--- config.mk ---
export PLATFORM = sky130hd
export DESIGN_NAME = nest_irq_ctrl
export DESIGN_NICKNAME = d
export VERILOG_FILES = /design/src/rtl/nic_pkg.sv /design/src/rtl/nic_source.sv /design/src/rtl/nic_arbiter.sv /design/src/rtl/nic_stack.sv /design/src/rtl/nest_irq_ctrl.sv
export SDC_FILE = /design/constraint.sdc
export NUM_CORES = 2
export LEC_CHECK = 0
export BUFFER_PORTS_ARGS = -buffer_cell sky130_fd_sc_hd__buf_2
export CELL_PAD_IN_SITES_DETAIL_PLACEMENT = 1
export CELL_PAD_IN_SITES_GLOBAL_PLACEMENT = 2
export CORE_UTILIZATION = 45
export DETAILED_ROUTE_END_ITERATION = 10
export GPL_TIMING_DRIVEN = 0
export PLACE_DENSITY = 0.89
export SETUP_SLACK_MARGIN = 0.05
export SLEW_MARGIN = 30
export SYNTH_ARGS = -nofsm -noshare
export SYNTH_HDL_FRONTEND = slang
export SYNTH_SLANG_ARGS = --single-unit
--- constraint.sdc ---
create_clock -name clk -period 59.8 [get_ports clk]
set_input_delay 0 -clock clk [delete_from_list [all_inputs] [get_ports clk]]
set_output_delay 0 -clock clk [all_outputs]
set_load 0.005 [all_outputs]
--- src/rtl/nic_pkg.sv ---
package nic_pkg;
   localparam logic [11:0] A_VEC_RD = 12'h100;
   localparam logic [11:0] A_FAST   = 12'h104;
   localparam logic [11:0] A_CUR    = 12'h108;
   localparam logic [11:0] A_PEND   = 12'h10C;
   localparam logic [11:0] A_MASK   = 12'h110;
   localparam logic [11:0] A_CORE   = 12'h114;
   localparam logic [11:0] A_EN     = 12'h120;
   localparam logic [11:0] A_DIS    = 12'h124;
   localparam logic [11:0] A_CLR    = 12'h128;
   localparam logic [11:0] A_SET    = 12'h12C;
   localparam logic [11:0] A_EOI    = 12'h130;
   localparam logic [11:0] A_SPUR   = 12'h134;
   localparam logic [11:0] A_DBG    = 12'h138;

   // bit 0: edge sensitive, bit 1: active low
   localparam logic [1:0] TRIG_LVL_HI    = 2'b00;
   localparam logic [1:0] TRIG_EDGE_RISE = 2'b01;
   localparam logic [1:0] TRIG_LVL_LO    = 2'b10;
   localparam logic [1:0] TRIG_EDGE_FALL = 2'b11;
endpackage

--- src/rtl/nic_source.sv ---
module nic_source #(
   parameter int PRIO_W = 3,
   parameter int VEC_W  = 32
) (
   input  logic              clk,
   input  logic              rst_n,
   input  logic              src_in,
   input  logic              wr_mode,
   input  logic              wr_vec,
   input  logic [31:0]       wdata,
   input  logic              sw_set,
   input  logic              sw_clr,
   input  logic              ack,
   output logic [PRIO_W-1:0] prio,
   output logic [1:0]        trig,
   output logic [VEC_W-1:0]  vec,
   output logic              pend
);
   logic in_q;
   logic is_edge, low_act, lvl_act, edge_hit;

   assign is_edge  = trig[0];
   assign low_act  = trig[1];
   assign lvl_act  = src_in ^ low_act;
   assign edge_hit = low_act ? (in_q & ~src_in) : (~in_q & src_in);

   always_ff @(posedge clk or negedge rst_n) begin
      if (!rst_n) begin
         prio <= '0;
         trig <= nic_pkg::TRIG_LVL_HI;
         vec  <= '0;
         in_q <= 1'b0;
         pend <= 1'b0;
      end else begin
         in_q <= src_in;
         if (wr_mode) begin
            prio <= wdata[PRIO_W-1:0];
            trig <= wdata[6:5];
         end
         if (wr_vec) vec <= wdata[VEC_W-1:0];
         if (!is_edge)                pend <= lvl_act;
         else if (edge_hit || sw_set) pend <= 1'b1;
         else if (sw_clr || ack)      pend <= 1'b0;
      end
   end
endmodule

--- src/rtl/nic_arbiter.sv ---
module nic_arbiter #(
   parameter int N      = 32,
   parameter int PRIO_W = 3,
   parameter int ID_W   = 5
) (
   input  logic [N-1:0]             cand,
   input  logic [N-1:0][PRIO_W-1:0] prio,
   output logic                     found,
   output logic [ID_W-1:0]          win_id,
   output logic [PRIO_W-1:0]        win_prio
);
   // descending scan with >= lets the lower index take a tie
   always_comb begin
      found    = 1'b0;
      win_id   = '0;
      win_prio = '0;
      for (int i = N - 1; i >= 0; i--) begin
         if (cand[i] && (!found || prio[i] >= win_prio)) begin
            found    = 1'b1;
            win_id   = ID_W'(i);
            win_prio = prio[i];
         end
      end
   end
endmodule

--- src/rtl/nic_stack.sv ---
module nic_stack #(
   parameter  int PRIO_W = 3,
   parameter  int ID_W   = 5,
   localparam int DEPTH  = 1 << PRIO_W,
   localparam int CNT_W  = PRIO_W + 1
) (
   input  logic              clk,
   input  logic              rst_n,
   input  logic              push,
   input  logic              pop,
   input  logic [PRIO_W-1:0] push_prio,
   input  logic [ID_W-1:0]   push_id,
   output logic [CNT_W-1:0]  depth,
   output logic              empty,
   output logic [PRIO_W-1:0] top_prio,
   output logic [ID_W-1:0]   top_id
);
   logic [DEPTH-1:0][PRIO_W-1:0] prio_q;
   logic [DEPTH-1:0][ID_W-1:0]   id_q;
   logic [PRIO_W-1:0]            top_ix, wr_ix;

   assign empty  = (depth == '0);
   assign top_ix = PRIO_W'(depth - 1'b1);
   assign wr_ix  = PRIO_W'(depth);

   always_comb begin
      top_prio = empty ? '0 : prio_q[top_ix];
      top_id   = empty ? '0 : id_q[top_ix];
   end

   always_ff @(posedge clk or negedge rst_n) begin
      if (!rst_n) begin
         depth  <= '0;
         prio_q <= '0;
         id_q   <= '0;
      end else if (push && depth != CNT_W'(DEPTH)) begin
         prio_q[wr_ix] <= push_prio;
         id_q[wr_ix]   <= push_id;
         depth         <= depth + 1'b1;
      end else if (pop && !empty) begin
         depth <= depth - 1'b1;
      end
   end
endmodule

--- src/rtl/nest_irq_ctrl.sv ---
module nest_irq_ctrl #(
   parameter int NUM_SRC = 32,
   parameter int PRIO_W  = 3,
   parameter int VEC_W   = 32
) (
   input  logic               clk,
   input  logic               rst_n,
   input  logic [NUM_SRC-1:0] src_in,
   input  logic [11:0]        bus_addr,
   input  logic               bus_wr,
   input  logic [31:0]        bus_wdata,
   input  logic               bus_rd,
   output logic [31:0]        bus_rdata,
   output logic               irq_out
);
   import nic_pkg::*;

   localparam int ID_W  = $clog2(NUM_SRC);
   localparam int CNT_W = PRIO_W + 1;

   if (NUM_SRC < 2 || NUM_SRC > 32) begin : g_bad_num
      $error("NUM_SRC must lie in 2..32");
   end
   if (PRIO_W < 1 || PRIO_W > 5) begin : g_bad_prio
      $error("PRIO_W must lie in 1..5 to fit below the trigger field");
   end
   if (VEC_W < 1 || VEC_W > 32) begin : g_bad_vec
      $error("VEC_W must lie in 1..32");
   end

   logic                            mode_win, vec_win, ix_ok;
   logic [4:0]                      reg_ix;
   logic [ID_W-1:0]                 sel;
   logic                            en_wr, dis_wr, clr_wr, set_wr, eoi_wr, vec_rd, take;
   logic [NUM_SRC-1:0]              en_q, pend_a, cand;
   logic [NUM_SRC-1:0][PRIO_W-1:0]  prio_a;
   logic [NUM_SRC-1:0][1:0]         trig_a;
   logic [NUM_SRC-1:0][VEC_W-1:0]   vec_a;
   logic [VEC_W-1:0]                spur_q;
   logic [1:0]                      dbg_q;
   logic                            found, empty;
   logic [ID_W-1:0]                 win_id, top_id;
   logic [PRIO_W-1:0]               win_prio, top_prio;
   logic [CNT_W-1:0]                depth_w;

   assign reg_ix   = bus_addr[6:2];
   assign sel      = reg_ix[ID_W-1:0];
   assign ix_ok    = int'(reg_ix) < NUM_SRC;
   assign mode_win = (bus_addr[11:7] == 5'd0) && (bus_addr[1:0] == 2'd0);
   assign vec_win  = (bus_addr[11:7] == 5'd1) && (bus_addr[1:0] == 2'd0);
   assign en_wr    = bus_wr && bus_addr == A_EN;
   assign dis_wr   = bus_wr && bus_addr == A_DIS;
   assign clr_wr   = bus_wr && bus_addr == A_CLR;
   assign set_wr   = bus_wr && bus_addr == A_SET;
   assign eoi_wr   = bus_wr && bus_addr == A_EOI;
   assign vec_rd   = bus_rd && bus_addr == A_VEC_RD;

   for (genvar i = 0; i < NUM_SRC; i++) begin : g_src
      nic_source #(.PRIO_W(PRIO_W), .VEC_W(VEC_W)) u_src (
         .clk     (clk),
         .rst_n   (rst_n),
         .src_in  (src_in[i]),
         .wr_mode (bus_wr && mode_win && reg_ix == 5'(i)),
         .wr_vec  (bus_wr && vec_win && reg_ix == 5'(i)),
         .wdata   (bus_wdata),
         .sw_set  (set_wr && bus_wdata[i]),
         .sw_clr  (clr_wr && bus_wdata[i]),
         .ack     (take && win_id == ID_W'(i)),
         .prio    (prio_a[i]),
         .trig    (trig_a[i]),
         .vec     (vec_a[i]),
         .pend    (pend_a[i])
      );
   end

   assign cand = pend_a & en_q;

   nic_arbiter #(.N(NUM_SRC), .PRIO_W(PRIO_W), .ID_W(ID_W)) u_arb (
      .cand     (cand),
      .prio     (prio_a),
      .found    (found),
      .win_id   (win_id),
      .win_prio (win_prio)
   );

   assign irq_out = found && (empty || win_prio > top_prio);
   assign take    = vec_rd && irq_out;

   nic_stack #(.PRIO_W(PRIO_W), .ID_W(ID_W)) u_stk (
      .clk       (clk),
      .rst_n     (rst_n),
      .push      (take),
      .pop       (eoi_wr),
      .push_prio (win_prio),
      .push_id   (win_id),
      .depth     (depth_w),
      .empty     (empty),
      .top_prio  (top_prio),
      .top_id    (top_id)
   );

   always_ff @(posedge clk or negedge rst_n) begin
      if (!rst_n) begin
         en_q   <= '0;
         spur_q <= '0;
         dbg_q  <= '0;
      end else begin
         if (en_wr)       en_q <= en_q | bus_wdata[NUM_SRC-1:0];
         else if (dis_wr) en_q <= en_q & ~bus_wdata[NUM_SRC-1:0];
         if (bus_wr && bus_addr == A_SPUR) spur_q <= bus_wdata[VEC_W-1:0];
         if (bus_wr && bus_addr == A_DBG)  dbg_q  <= bus_wdata[1:0];
      end
   end

   always_comb begin
      bus_rdata = '0;
      if (mode_win) begin
         if (ix_ok) begin
            bus_rdata[PRIO_W-1:0] = prio_a[sel];
            bus_rdata[6:5]        = trig_a[sel];
         end
      end else if (vec_win) begin
         if (ix_ok) bus_rdata[VEC_W-1:0] = vec_a[sel];
      end else begin
         case (bus_addr)
            A_VEC_RD: bus_rdata[VEC_W-1:0]   = irq_out ? vec_a[win_id] : spur_q;
            A_CUR:    bus_rdata[ID_W-1:0]    = empty ? '0 : top_id;
            A_PEND:   bus_rdata[NUM_SRC-1:0] = pend_a;
            A_MASK:   bus_rdata[NUM_SRC-1:0] = en_q;
            A_CORE:   bus_rdata[0]           = irq_out;
            A_SPUR:   bus_rdata[VEC_W-1:0]   = spur_q;
            A_DBG:    bus_rdata[1:0]         = dbg_q;
            default:  bus_rdata              = '0;
         endcase
      end
   end
endmodule

==> implementation parameters <==
Parameter                              Value

Timing
  Total count of hold-check failures in the final report ... 0
  Hold_ws ... between 0.002 and 0.003 ns
  Shortest clock period the worst path allows after layout ... 54.86 ns
  Final WS setup ... about 4.9 ns
  Worst slew pin tran ... 1.21 ns
  Period utilisation layout ... 0.917
  Max-slew violation count ... 0
  Worst setup skew after layout ... ~0.022 ns
  Worst slew margin ... 0.193
  Fin Setup TNS ... 0 ns
  Final setup violation count ... 0
  Unrepaired setup endpoints after global routing ... no
  Fmax ... 18.2 MHz

Pwr
  Total power consumption of the routed design ... between 2 and 2.5 mW
  Max rail drop VDD ... 0.0336 mV
  Static leakage ... 40.1 nW
  Cell Pwr Density ... about 25 nW/µm²

Floorplan
  Vertical extent of the die ... 416 µm
  Initial Util ... 0.455
  Die Footprint ... ~170000 µm²
  Number of placed I/O pins ... 113
  Std cell rows ... roughly 150
  Core Region ... 170000 µm²
  Chip width ... about 420 µm

Detailed routing
  Routed length per instance ... around 49 µm
  DRC violations left ... 0
  TritonRoute pass-1 iters ... 9
  Post-detailed-route via-to-cell ratio ... 7.55
  Residual antenna-violating net count after detailed routing ... 0
  Total Wirelength ... 467000 µm
  DR iter-0 viols ... 11200
  Number of vias after detailed routing ... around 70000

Finish
  Total of fill cells in the finished design ... about 17000
  Area occupied by registers ... between 30000 and 40000 µm²
  Total Nets Final ... 7238
  Ratio of cells with drive above 1 in the final layout ... 0.362
  Synthesis-to-layout area growth ... 17.3%
  Area used by multi-input combinational logic ... just over 40000 µm²

GRT
  Number of antenna violations at the first check in global routing ... 82
  GRT Total Usage ... 0.535
  Maximum number of pins on one net before global-route repair ... about 120
  GR Overflow Total ... 0
  Global-route wire length before repair ... 621000 µm
  Vias in the first global route ... between 70000 and 80000

Worst hold path
  Worst Hold Class ... input pin to flip-flop

Critical path
  Critical path class ... flip-flop to output pin
  Crit-path slowest cell ... sky130_fd_sc_hd__clkinv_1
  Startpoint types ... flip-flop
  Delay of the slowest cell on the worst path ... roughly 0.93 ns
  Highest net fanout along the worst path ... 10
  Signal arrival time at the worst endpoint ... 54.86 ns
  Required time of the worst setup path ... between 50 and 60 ns
  Kind of end point of the critical path ... output pin
  Worst path most repeated cell ... sky130_fd_sc_hd__ha_1

Yosys
  Most common cell in the netlist ... sky130_fd_sc_hd__dfrtp_1
  Synthesized area per cell ... 11.7 µm²
  Share of synthesized flip-flops with an asynchronous set or reset ... 1.00
  Leading cell types by count after synthesis ... 1382 x sky130_fd_sc_hd__dfrtp_1, 1258 x sky130_fd_sc_hd__mux2_2, 882 x sky130_fd_sc_hd__nand2_1
  Area fraction in and, or, nand and nor cells after synthesis ... 0.0940
  Xor/xnor share of the synthesized area ... 0.00408
  Area share of the largest cell type after synthesis ... 0.447
  Number of instances in the synthesized netlist ... ~6600
  Net Count, Synth ... around 6800
  Dominant combinational cell family by area after synthesis ... multiplexers
  Number of distinct library cell variants in the gate-level netlist after synthesis ... between 100 and 150
  Mux cell area share after synthesis ... 0.309
  Register bit count reported by yosys ... roughly 1400
  Warnings from Yosys ... 0
  Sequential fraction of the synthesis area ... 0.447
  Post-synth top area cell ... sky130_fd_sc_hd__dfrtp_1
  Commonest register cell after synthesis ... sky130_fd_sc_hd__dfrtp_1
  Post-synthesis compound-gate area fraction ... 0.100
  Number of enable flip-flop cells after synthesis ... 0
  Netlist area before placement ... 77300 µm²
  Most area-consuming cells after synthesis ... sky130_fd_sc_hd__dfrtp_1 45%, sky130_fd_sc_hd__mux2_2 18%, sky130_fd_sc_hd__mux4_2 11%
  Adder and majority cell fraction of the synthesized area ... 0.0125

Clock network
  TritonCTS buffer count ... about 160
  Root cell of the clock tree ... sky130_fd_sc_hd__clkbuf_16
  CTS tree ... done
  Clock latency at the later pin of the worst-skew pair ... around 0.9 ns
  CTS clock-pin slew for the worst setup and hold paths ... about 0.060 ns
  Maximum count of clock buffers along a single path ... 3
  Number of instances resized during post-cts repair ... 0
  H-tree levels ... 4
  Number of clock sinks ... 1382

Place
  Count of buffers inserted at the top-level ports ... between 70 and 80
  HPWL after detailed placement ... between 300000 and 400000 µm
  Routability Congestion ... roughly 1.1
  Post-Place Setup Slack ... about 7 ns

Run status
  Status ... completed

Flow run
  Count of maximum capacitance violations ... 0
==> timing repair <==
item                      CTS  global route
hold endpoints to repair  707             2
hold buffers              102             2
setup buffers               0             0
==> where the power goes <==
| part | switching (mW) | internal [mW] | leakage (nW) |
|---|---|---|---|
| clock network | 0.450 | 0.592 | 2.63 |
| logic | 0.214 | 0.0707 | 18.4 |
| registers | 0.00790 | 0.941 | 19.1 |
| total | 0.671 | 1.60 | 40.1 |
==> area by class of cell <==
class	count	area share
plain buffers	553	0.0288
inverters	67	0.00277
clock inverters	49	0.00683
multi-input cells	4596	0.445
repair buffers	325	0.0502
well taps	2218	0.0306
diodes	69	0.00190
clock buffers	237	0.0522
flip-flops and latches	1382	0.381
==> cells by family after synthesis <==
logic type | Yosys count
mux | 1748
simple gates | 1637
flops | 1382
compound gates | 1097
buf+inv | 620
fa+ha+maj | 78
xor+xnor | 36
==> per-layer routing <==
metal / vias up / GRT usage / part of all wire
met5: - / 0.0128 / 0.0016
met4: 46 / 0.485 / 0.11
met3: 2347 / 0.278 / 0.15
met2: 6408 / 0.717 / 0.40
met1: 37100 / 0.612 / 0.34
li1: 25800 / - / -
==> worst paths after layout <==
check,depth (start not counted),slack [ns],from,endpoint
setup / recovery,224,4.94,g_src[31].u_src.prio[0],bus_rdata[0]
hold / removal,3,0.003,src_in[25],g_src[25].u_src.pend
setup reg to reg,222,5.94,g_src[31].u_src.prio[0],u_stk.id_q[11]
hold reg to reg,2,0.48,u_stk.prio_q[21],u_stk.prio_q[21]
max in group asynchronous,7,56.99,rst_n,g_src[10].u_src.vec[26]
min in group asynchronous,4,0.36,rst_n,g_src[7].u_src.vec[1]
==> sequential cells by signal (all words and copies together), names as in the netlist, named ones only <==
name and cells:
u_stk.id_q 40, u_stk.prio_q 24, g_src.u_src.vec 1024, g_src.u_src.trig 64, g_src.u_src.prio 96, g_src.u_src.in_q 32
spur_q 32, u_stk.depth 4, g_src.u_src.pend 32, dbg_q 2
==> metrics by stage <==
stage	std cells	cell area [µm²]	util
5_1_grt	9438	90600	0.533
2_1_floorplan	6598	77300	-
3_5_place_dp	9033	84100	0.494
6_report	9496	90700	0.533
4_1_cts	9421	90500	0.532
3_3_place_gp	8894	80500	0.473
==> layout by cell type, fill, tap and decap left out, types with 36 or more instances in the layout <==
| master | instances |
|---|---|
| sky130_fd_sc_hd__ha_1 | 74 |
| sky130_fd_sc_hd__clkbuf_1 | 201 |
| sky130_fd_sc_hd__buf_16 | 79 |
| sky130_fd_sc_hd__mux2i_1 | 103 |
| sky130_fd_sc_hd__nand2b_1 | 41 |
| sky130_fd_sc_hd__a22o_1 | 54 |
| sky130_fd_sc_hd__nor3_1 | 46 |
| sky130_fd_sc_hd__dlygate4sd3_1 | 103 |
| sky130_fd_sc_hd__nor2_1 | 200 |
| sky130_fd_sc_hd__a32o_1 | 38 |
| sky130_fd_sc_hd__a21o_1 | 36 |
| sky130_fd_sc_hd__nand3_1 | 255 |
| sky130_fd_sc_hd__mux2_2 | 1258 |
| sky130_fd_sc_hd__o22ai_1 | 81 |
| sky130_fd_sc_hd__a22oi_1 | 36 |
| sky130_fd_sc_hd__clkbuf_2 | 203 |
| sky130_fd_sc_hd__o21ai_0 | 150 |
| sky130_fd_sc_hd__buf_2 | 242 |
| sky130_fd_sc_hd__mux4_2 | 386 |
| sky130_fd_sc_hd__clkbuf_16 | 161 |
| sky130_fd_sc_hd__inv_1 | 64 |
| sky130_fd_sc_hd__diode_2 | 69 |
| sky130_fd_sc_hd__clkbuf_8 | 42 |
| sky130_fd_sc_hd__a21oi_1 | 172 |
| sky130_fd_sc_hd__o211ai_1 | 36 |
| sky130_fd_sc_hd__nand2_1 | 881 |
| sky130_fd_sc_hd__a31oi_1 | 128 |
| sky130_fd_sc_hd__o221ai_1 | 43 |
| sky130_fd_sc_hd__dfrtp_1 | 1382 |
==> worst max-delay path, delay by kind of cell (launching register included) <==
family / cells / cell delay [ns]
AO/OA/AOI/OAI: 92 / 25.15
flip-flops: 1 / 0.60
AND/OR/NAND/NOR: 76 / 12.95
buffers and inverters: 17 / 4.34
multiplexers: 4 / 1.14
adder cells (fa/ha/maj): 35 / 9.70
Note: power is estimated with default switching activity, not from simulation.
